## config.mk

```make
export PLATFORM = sky130hd
export DESIGN_NAME = lfc_status_clock
export DESIGN_NICKNAME = d
export VERILOG_FILES = /design/src/rtl/lfc_pkg.sv /design/src/rtl/lfc_wave.sv /design/src/rtl/lfc_pulse.sv /design/src/rtl/lfc_status_clock.sv
export SDC_FILE = /design/constraint.sdc
export NUM_CORES = 1
export LEC_CHECK = 0
export BUFFER_PORTS_ARGS = -buffer_cell sky130_fd_sc_hd__buf_4
export CELL_PAD_IN_SITES_DETAIL_PLACEMENT = 1
export CELL_PAD_IN_SITES_GLOBAL_PLACEMENT = 1
export CORE_AREA = 3 3 89 91
export DETAILED_ROUTE_END_ITERATION = 8
export DIE_AREA = 0 0 92 94
export PLACE_DENSITY = 0.78
export SETUP_SLACK_MARGIN = 0.15
export SYNTH_ARGS = -nofsm -noshare
export SYNTH_HDL_FRONTEND = slang
export SYNTH_SLANG_ARGS = --single-unit
```

## constraint.sdc

```tcl
create_clock -name clk -period 2.5 [get_ports clk]
set_input_delay 0.375 -clock clk [delete_from_list [all_inputs] [get_ports clk]]
set_output_delay 0.375 -clock clk [all_outputs]
set_load 0.05 [all_outputs]
```

## src/rtl/lfc_pkg.sv

```systemverilog
package lfc_pkg;

    typedef enum logic [1:0] {
        TRB_LEVEL = 2'b00,
        TRB_CLK   = 2'b01,
        TRB_OVER  = 2'b10,
        TRB_UNDER = 2'b11
    } turbo_mode_e;

    typedef enum logic [2:0] {
        EVT_PULSE = 3'b000,
        EVT_CLK   = 3'b001,
        EVT_OVER  = 3'b010,
        EVT_UNDER = 3'b011
    } event_mode_e;

    typedef struct packed {
        logic turbo_pin;
        logic event_pin;
    } pins_t;

    // Number of 10 % steps spent high for a duty code; codes 9 and up give the full period.
    function automatic logic [3:0] duty_steps(input logic [3:0] code);
        return (code >= 4'd9) ? 4'd10 : code + 4'd1;
    endfunction

endpackage

```

## src/rtl/lfc_wave.sv

```systemverilog
module lfc_wave #(
    parameter int CNT_W = 16
) (
    input  logic             clk,
    input  logic             rst_n,
    input  logic             tick,
    input  logic             en,
    input  logic [CNT_W-1:0] period,
    input  logic [CNT_W-1:0] high,
    output logic             wave
);

    typedef struct packed {
        logic [CNT_W-1:0] cnt;
    } wave_st_t;

    wave_st_t st_d, st_q;

    always_comb begin
        st_d = st_q;
        if (!en) begin
            st_d.cnt = '0;
        end else if (tick) begin
            if (st_q.cnt >= period - CNT_W'(1)) begin
                st_d.cnt = '0;
            end else begin
                st_d.cnt = st_q.cnt + CNT_W'(1);
            end
        end
    end

    always_ff @(posedge clk or negedge rst_n) begin
        if (!rst_n) begin
            st_q <= '0;
        end else begin
            st_q <= st_d;
        end
    end

    // High phase first; a high time that covers the period gives a flat level.
    assign wave = !en || (st_q.cnt < high) || (high >= period);

    p_restart_r7: assert property (@(posedge clk) disable iff (!rst_n)
        !en |=> (st_q.cnt == '0));

    p_stall_r3: assert property (@(posedge clk) disable iff (!rst_n)
        (en && !tick) |=> (st_q.cnt == $past(st_q.cnt)));

endmodule

```

## src/rtl/lfc_pulse.sv

```systemverilog
module lfc_pulse #(
    parameter int PULSE_TICKS = 3
) (
    input  logic clk,
    input  logic rst_n,
    input  logic tick,
    input  logic en,
    input  logic req,
    output logic active
);

    localparam int W = $clog2(PULSE_TICKS + 1);

    typedef struct packed {
        logic [W-1:0] cnt;
    } pulse_st_t;

    pulse_st_t st_d, st_q;

    always_comb begin
        st_d = st_q;
        if (!en) begin
            st_d.cnt = '0;
        end else if (req && (st_q.cnt == '0)) begin
            st_d.cnt = W'(PULSE_TICKS);
        end else if (tick && (st_q.cnt != '0)) begin
            st_d.cnt = st_q.cnt - W'(1);
        end
    end

    always_ff @(posedge clk or negedge rst_n) begin
        if (!rst_n) begin
            st_q <= '0;
        end else begin
            st_q <= st_d;
        end
    end

    assign active = (st_q.cnt != '0);

    p_no_retrigger_r11: assert property (@(posedge clk) disable iff (!rst_n)
        (en && req && active && !tick) |=> (st_q.cnt == $past(st_q.cnt)));

    p_drop_r12: assert property (@(posedge clk) disable iff (!rst_n)
        !en |=> !active);

endmodule

```

## src/rtl/lfc_status_clock.sv

```systemverilog
module lfc_status_clock
    import lfc_pkg::*;
#(
    parameter int TICKS_PER_MS = 20,
    parameter int PULSE_TICKS  = 3
) (
    input  logic       clk,
    input  logic       rst_n,
    input  logic       tick,
    input  logic       half_rate,
    input  logic [3:0] duty_sel,
    input  logic [1:0] turbo_mode,
    input  logic [2:0] event_mode,
    input  logic       blink_force,
    input  logic       over_high,
    input  logic       under_low,
    input  logic       over_top,
    input  logic       under_floor,
    input  logic       turbo_level_n,
    input  logic       event_req,
    output logic       turbo_pin_n,
    output logic       event_pin_n
);

    localparam int STEP         = TICKS_PER_MS;
    localparam int PERIOD_FAST  = 10 * STEP;
    localparam int PERIOD_SLOW  = 2 * PERIOD_FAST;
    localparam int BLINK_PERIOD = 1000 * TICKS_PER_MS;
    localparam int CNT_W        = $clog2(BLINK_PERIOD + 1);
    localparam int NW           = 3;   // 0: turbo clock, 1: event clock, 2: event blink

    logic [CNT_W-1:0] clk_period, clk_high, base_high;
    logic [CNT_W-1:0] wper  [NW];
    logic [CNT_W-1:0] whigh [NW];
    logic [NW-1:0]    wen;
    logic [NW-1:0]    wv;
    logic             extreme, blink_sel, pulse_en, pulse_active;
    pins_t            pins_d, pins_q;

    always_comb begin
        base_high  = CNT_W'(duty_steps(duty_sel)) * CNT_W'(STEP);
        clk_high   = half_rate ? (base_high << 1) : base_high;
        clk_period = half_rate ? CNT_W'(PERIOD_SLOW) : CNT_W'(PERIOD_FAST);

        extreme   = over_top || under_floor;
        blink_sel = extreme && (blink_force || event_mode[2]);

        wen[0] = (turbo_mode == TRB_CLK)
              || ((turbo_mode == TRB_OVER)  && over_high)
              || ((turbo_mode == TRB_UNDER) && under_low);
        wen[1] = !blink_sel && !event_mode[2]
              && ((event_mode == EVT_CLK)
               || ((event_mode == EVT_OVER)  && over_high)
               || ((event_mode == EVT_UNDER) && under_low));
        wen[2] = blink_sel;

        pulse_en = !blink_sel && (event_mode == EVT_PULSE);

        wper[0]  = clk_period;
        whigh[0] = clk_high;
        wper[1]  = clk_period;
        whigh[1] = clk_high;
        wper[2]  = CNT_W'(BLINK_PERIOD);
        whigh[2] = CNT_W'(BLINK_PERIOD / 2);
    end

    for (genvar g = 0; g < NW; g++) begin : g_wave
        lfc_wave #(.CNT_W(CNT_W)) u_wave (
            .clk    (clk),
            .rst_n  (rst_n),
            .tick   (tick),
            .en     (wen[g]),
            .period (wper[g]),
            .high   (whigh[g]),
            .wave   (wv[g])
        );
    end

    lfc_pulse #(.PULSE_TICKS(PULSE_TICKS)) u_pulse (
        .clk    (clk),
        .rst_n  (rst_n),
        .tick   (tick),
        .en     (pulse_en),
        .req    (event_req),
        .active (pulse_active)
    );

    always_comb begin
        pins_d = pins_q;

        if (turbo_mode == TRB_LEVEL) begin
            pins_d.turbo_pin = turbo_level_n;
        end else if (wen[0]) begin
            pins_d.turbo_pin = wv[0];
        end else begin
            pins_d.turbo_pin = 1'b1;
        end

        if (blink_sel) begin
            pins_d.event_pin = wv[2];
        end else if (event_mode == EVT_PULSE) begin
            pins_d.event_pin = !pulse_active;
        end else if (wen[1]) begin
            pins_d.event_pin = wv[1];
        end else begin
            pins_d.event_pin = 1'b1;
        end
    end

    always_ff @(posedge clk or negedge rst_n) begin
        if (!rst_n) begin
            pins_q <= '1;
        end else begin
            pins_q <= pins_d;
        end
    end

    assign turbo_pin_n = pins_q.turbo_pin;
    assign event_pin_n = pins_q.event_pin;

    p_level_follow_r2: assert property (@(posedge clk) disable iff (!rst_n)
        (turbo_mode == 2'b00) |=> (turbo_pin_n == $past(turbo_level_n)));

    p_flat_duty_r5: assert property (@(posedge clk) disable iff (!rst_n)
        ((duty_sel >= 4'd9) && (turbo_mode == 2'b01)) |=> turbo_pin_n);

    p_gate_off_r6: assert property (@(posedge clk) disable iff (!rst_n)
        ((turbo_mode == 2'b10) && !over_high) |=> turbo_pin_n);

    p_blink_rest_r9: assert property (@(posedge clk) disable iff (!rst_n)
        (event_mode[2] && !over_top && !under_floor) |=> event_pin_n);

endmodule

```

==> results list <==
- The run finished, with violations left.
- The checks that failed: negative setup slack.
- Portion of the post-synthesis area used by sequential elements: between 30 and 40%
- For this design, the CTS-stage hold fixing added 0 buffers.
* Initial Util: 46.6%
* Clock tree from TritonCTS: done
- The synthesized netlist contains between 60 and 70 unique library cells.
- In this run the worst hold path is classified as in2async.
* Highest ir drop seen on vdd: roughly 0.26 mV
- Achievable clock frequency: roughly 290 MHz
* Fin worst setup slack: -963 ps
- Setup tns final: -1880 ps
* Register area: around 1200 µm²
- Counting flops with a built-in enable in the synthesized netlist gives 0.
* Unrepaired setup endpoints after global routing: yes
- At the pin with the least slew margin, the transition time is roughly 820 ps.
* Average wire length per cell after detail routing: about 19 µm
* Routed vias/inst: roughly 6.0
* Final-stage net count: 477
- Dpl hpwl: 7.09 mm
- Yosys printed 0 warnings.
* Num CTS Buffers: 5
- Flop and latch count out of synthesis: 49
* Global route overflow: 0
* Main flop type after synthesis: sky130_fd_sc_hd__dfrtp_1
- During placement, the flow inserted port buffers numbering 21.
- Count of filler cells inserted in the layout: between 800 and 900
- Walking the worst path, the cells encountered are buf_12, inv_12, ha_4, or3b_4, a21oi_4, inv_2, ha_4, ha_4, fa_2, xnor2_4, mux2i_4, ha_1, o21a_1, o21ai_2, nor2_1, a2111o_1, a31oi_1.
- Cells with a size suffix above 1 make up approximately a quarter of the layout.
* Worst setup path class: in2reg
- Setup WS pre-CTS: -1330 ps
- Counting every sink on the clock net gives 49.
- Std-Cell Rows: 31
- After synthesis, the share of flip-flops with an asynchronous set or reset is 100%.
- 1st-pass router iterations: 4
- Synthesized netlist net count: between 400 and 500
- Biggest fanout along the worst timing path: 3
* Final worst path period need: between 3000 and 4000 ps
- Top-Level Pins: 22
- Commonest non-fill, non-tap cell in the layout: sky130_fd_sc_hd__buf_4
- Sort of element at the end of the critical path: flip-flop
- Top cell type by total area after synthesis: sky130_fd_sc_hd__dfrtp_1
* Die Wd: 92 µm
- Synthesis produced a netlist whose cell count is 371.
* Portion of synthesized cell area occupied by the leading cell type: about a third
- The clock passes through at most 2 buffers.
* Max_cap viols: 0
* Rel. slew slack: 45.1%
- Number of global-route vias before repair: 3349
* Worst clock skew: 7.43 ps
- Residual antenna-violating net count after detailed routing: 0
- The congestion estimate from routability-driven global placement came to 0.801.
- Clock latency on the worst-skew pair, taken at its later pin, is ~300 ps.
- On the worst path, the slowest cell contributes a delay of about 410 ps.
- Entering global routing, the biggest net connects 50 pins.
* Area of the multi-input gates: around 2200 µm²
- Final count of hold timing violations: 0
* RR Startpoint: g_wave[0].u_wave.st_q[8]$_DFFE_PN0P_
* Cell Count, Final, Fillers Out: roughly 520
- The worst setup path is launched from an input pin.
- Chip Height: between 90 and 100 µm
- The slowest stage of the critical path belongs to the cell sky130_fd_sc_hd__or3b_4.
- Overall die area: between 8000 and 9000 µm²
- Across every metal layer, demand over resource in global routing totals between 20 and 25%.
* Share of the cycle needed by the critical path after routing: 139%
* Final slew viol count: 0
- The H-tree was split into 2 levels.
- Antenna violations before repair: 0
- Initial drt markers: 108
* Highest-count cells in the layout ignoring fill and taps: sky130_fd_sc_hd__buf_4 (52), sky130_fd_sc_hd__dfrtp_1 (46), sky130_fd_sc_hd__nand2_1 (33)
* Category of cells accounting for the largest share of critical-path delay: adder cells
- After synthesis the cells add up to approximately 3400 µm².
- Global-route wire length before repair: ~17 mm
* Routed Wire Length: roughly 10 mm
- Power density of the placed cells: between 400 and 500 nW/µm²
* Final setup vio count: 2
- Once placement completed, the tool counted placed cells totaling just over 500.
- Data required, critical path: 2720 ps
- Arrival time of data at the critical path endpoint: 3690 ps
- After clock tree synthesis, the clock-pin slew on the worst setup and hold paths is around 90 ps.
- Leakage power: roughly 0.0019 µW
- Compared with the post-synthesis result, the final layout area differs by 23.2%.
- Root buffer selected by CTS: sky130_fd_sc_hd__clkbuf_8
* Most numerous cell on the critical path: sky130_fd_sc_hd__ha_4
- The core region is around 7200 µm².
* Origin of the worst setup path: duty_sel[1]
* Buffer and inverter count on the worst path: 3
* Avg Cell Area, Syn: 9.06 µm²
- Count of unresolved DRC violations after routing: 0
- In the post-synthesis netlist, the biggest area contributors are sky130_fd_sc_hd__dfrtp_1 (35%), sky130_fd_sc_hd__ha_1 (12%), sky130_fd_sc_hd__nand3_1 (3.7%).
* Number of inserted diodes: 0
* Vias after detailed routing: 3159
* Sum of internal, switching and leakage power: about 1800 µW
-- power by group --
part | total (µW) | switching, µW | internal (µW)
clock network | 500 | 275 | 226
logic | 455 | 245 | 210
registers | 838 | 26.0 | 812
-- routing by layer --
layer | up-vias | GRT usage, % | part of all wire (%)
met2 | 32 | 43.4 | 51
li1 | 1489 | - | -
met4 | 0 | 4.70 | 1.4
met5 | - | 0 | 0
met3 | 13 | 3.77 | 1.9
met1 | 1625 | 30.7 | 46
-- cells by family after synthesis --
family / synth area share (%)
xor gates and xnor gates: 0.782
DFF: 36.6
buffers and inverters: 3.05
AOI/OAI and AO/OA: 21.7
and+or+nand+nor: 22.9
adders and majority gates: 12.5
muxes: 2.42
-- Yosys cell counts (all sizes together) (8+ instances only) --
master	n
inv	18
nor3	15
clkbuf	8
ha	32
nand2	33
dfrtp	47
a21oi	20
a22o	8
o21ai	23
nand3	25
nor2	23
and2	10
-- sequential cells by signal, indices dropped and copies added (netlist names) --
signal and cells:
g_wave.u_wave.st_q 45, event_pin_n 1, u_pulse.st_q 2, turbo_pin_n 1
-- per-stage QoR --
step                      instance area [µm²]  utilization (%)  hold slack (ps)
after floorplan                          3430                -             79.4
after global placement                   3870             53.6              456
after detailed placement                 3870             53.6              458
after CTS                                4060             56.3              124
after global routing                     4140             57.4              130
final                                    4140             57.4             93.0
-- area by class of cell --
class	count	area share, %
Multi-Input combinational cell	295	52.4
Clock buffer	7	2.09
Tap cell	99	2.99
Clock inverter	1	0.181
Sequential cell	49	29.7
Timing Repair Buffer	55	10.6
Inverter	18	2.06
-- worst reg2reg max path: stages (launching register included) --
cell                       delay, ps
sky130_fd_sc_hd__dfrtp_2         450
sky130_fd_sc_hd__ha_1            300
sky130_fd_sc_hd__a311o_1         320
sky130_fd_sc_hd__or4_4           460
sky130_fd_sc_hd__a211oi_4        250
sky130_fd_sc_hd__buf_6           180
sky130_fd_sc_hd__a21oi_1          60
sky130_fd_sc_hd__o22ai_1         180
-- final timing paths --
check                                                   endpoint  slack [ps]  cells after the start
max in group asynchronous   g_wave[0].u_wave.st_q[8]$_DFFE_PN0P_        1950                      1
setup reg to reg            g_wave[0].u_wave.st_q[8]$_DFFE_PN0P_         220                      7
setup / recovery                           event_pin_n$_DFF_PN1_        -960                     17
hold reg to reg            g_wave[1].u_wave.st_q[13]$_DFFE_PN0P_         500                      1
hold / removal              g_wave[0].u_wave.st_q[6]$_DFFE_PN0P_          90                      1
min in group clk                     u_pulse.st_q[0]$_DFFE_PN0P_         380                      4
-- timing repair --
| action | in CTS | in global routing |
|---|---|---|
| setup endpoints to repair | 2 | 10 |
| buffers inserted | 4 | 3 |
| resized for setup | 13 | 11 |
| pin swaps | 14 | 7 |
Note: power is estimated with default switching activity, not from simulation.
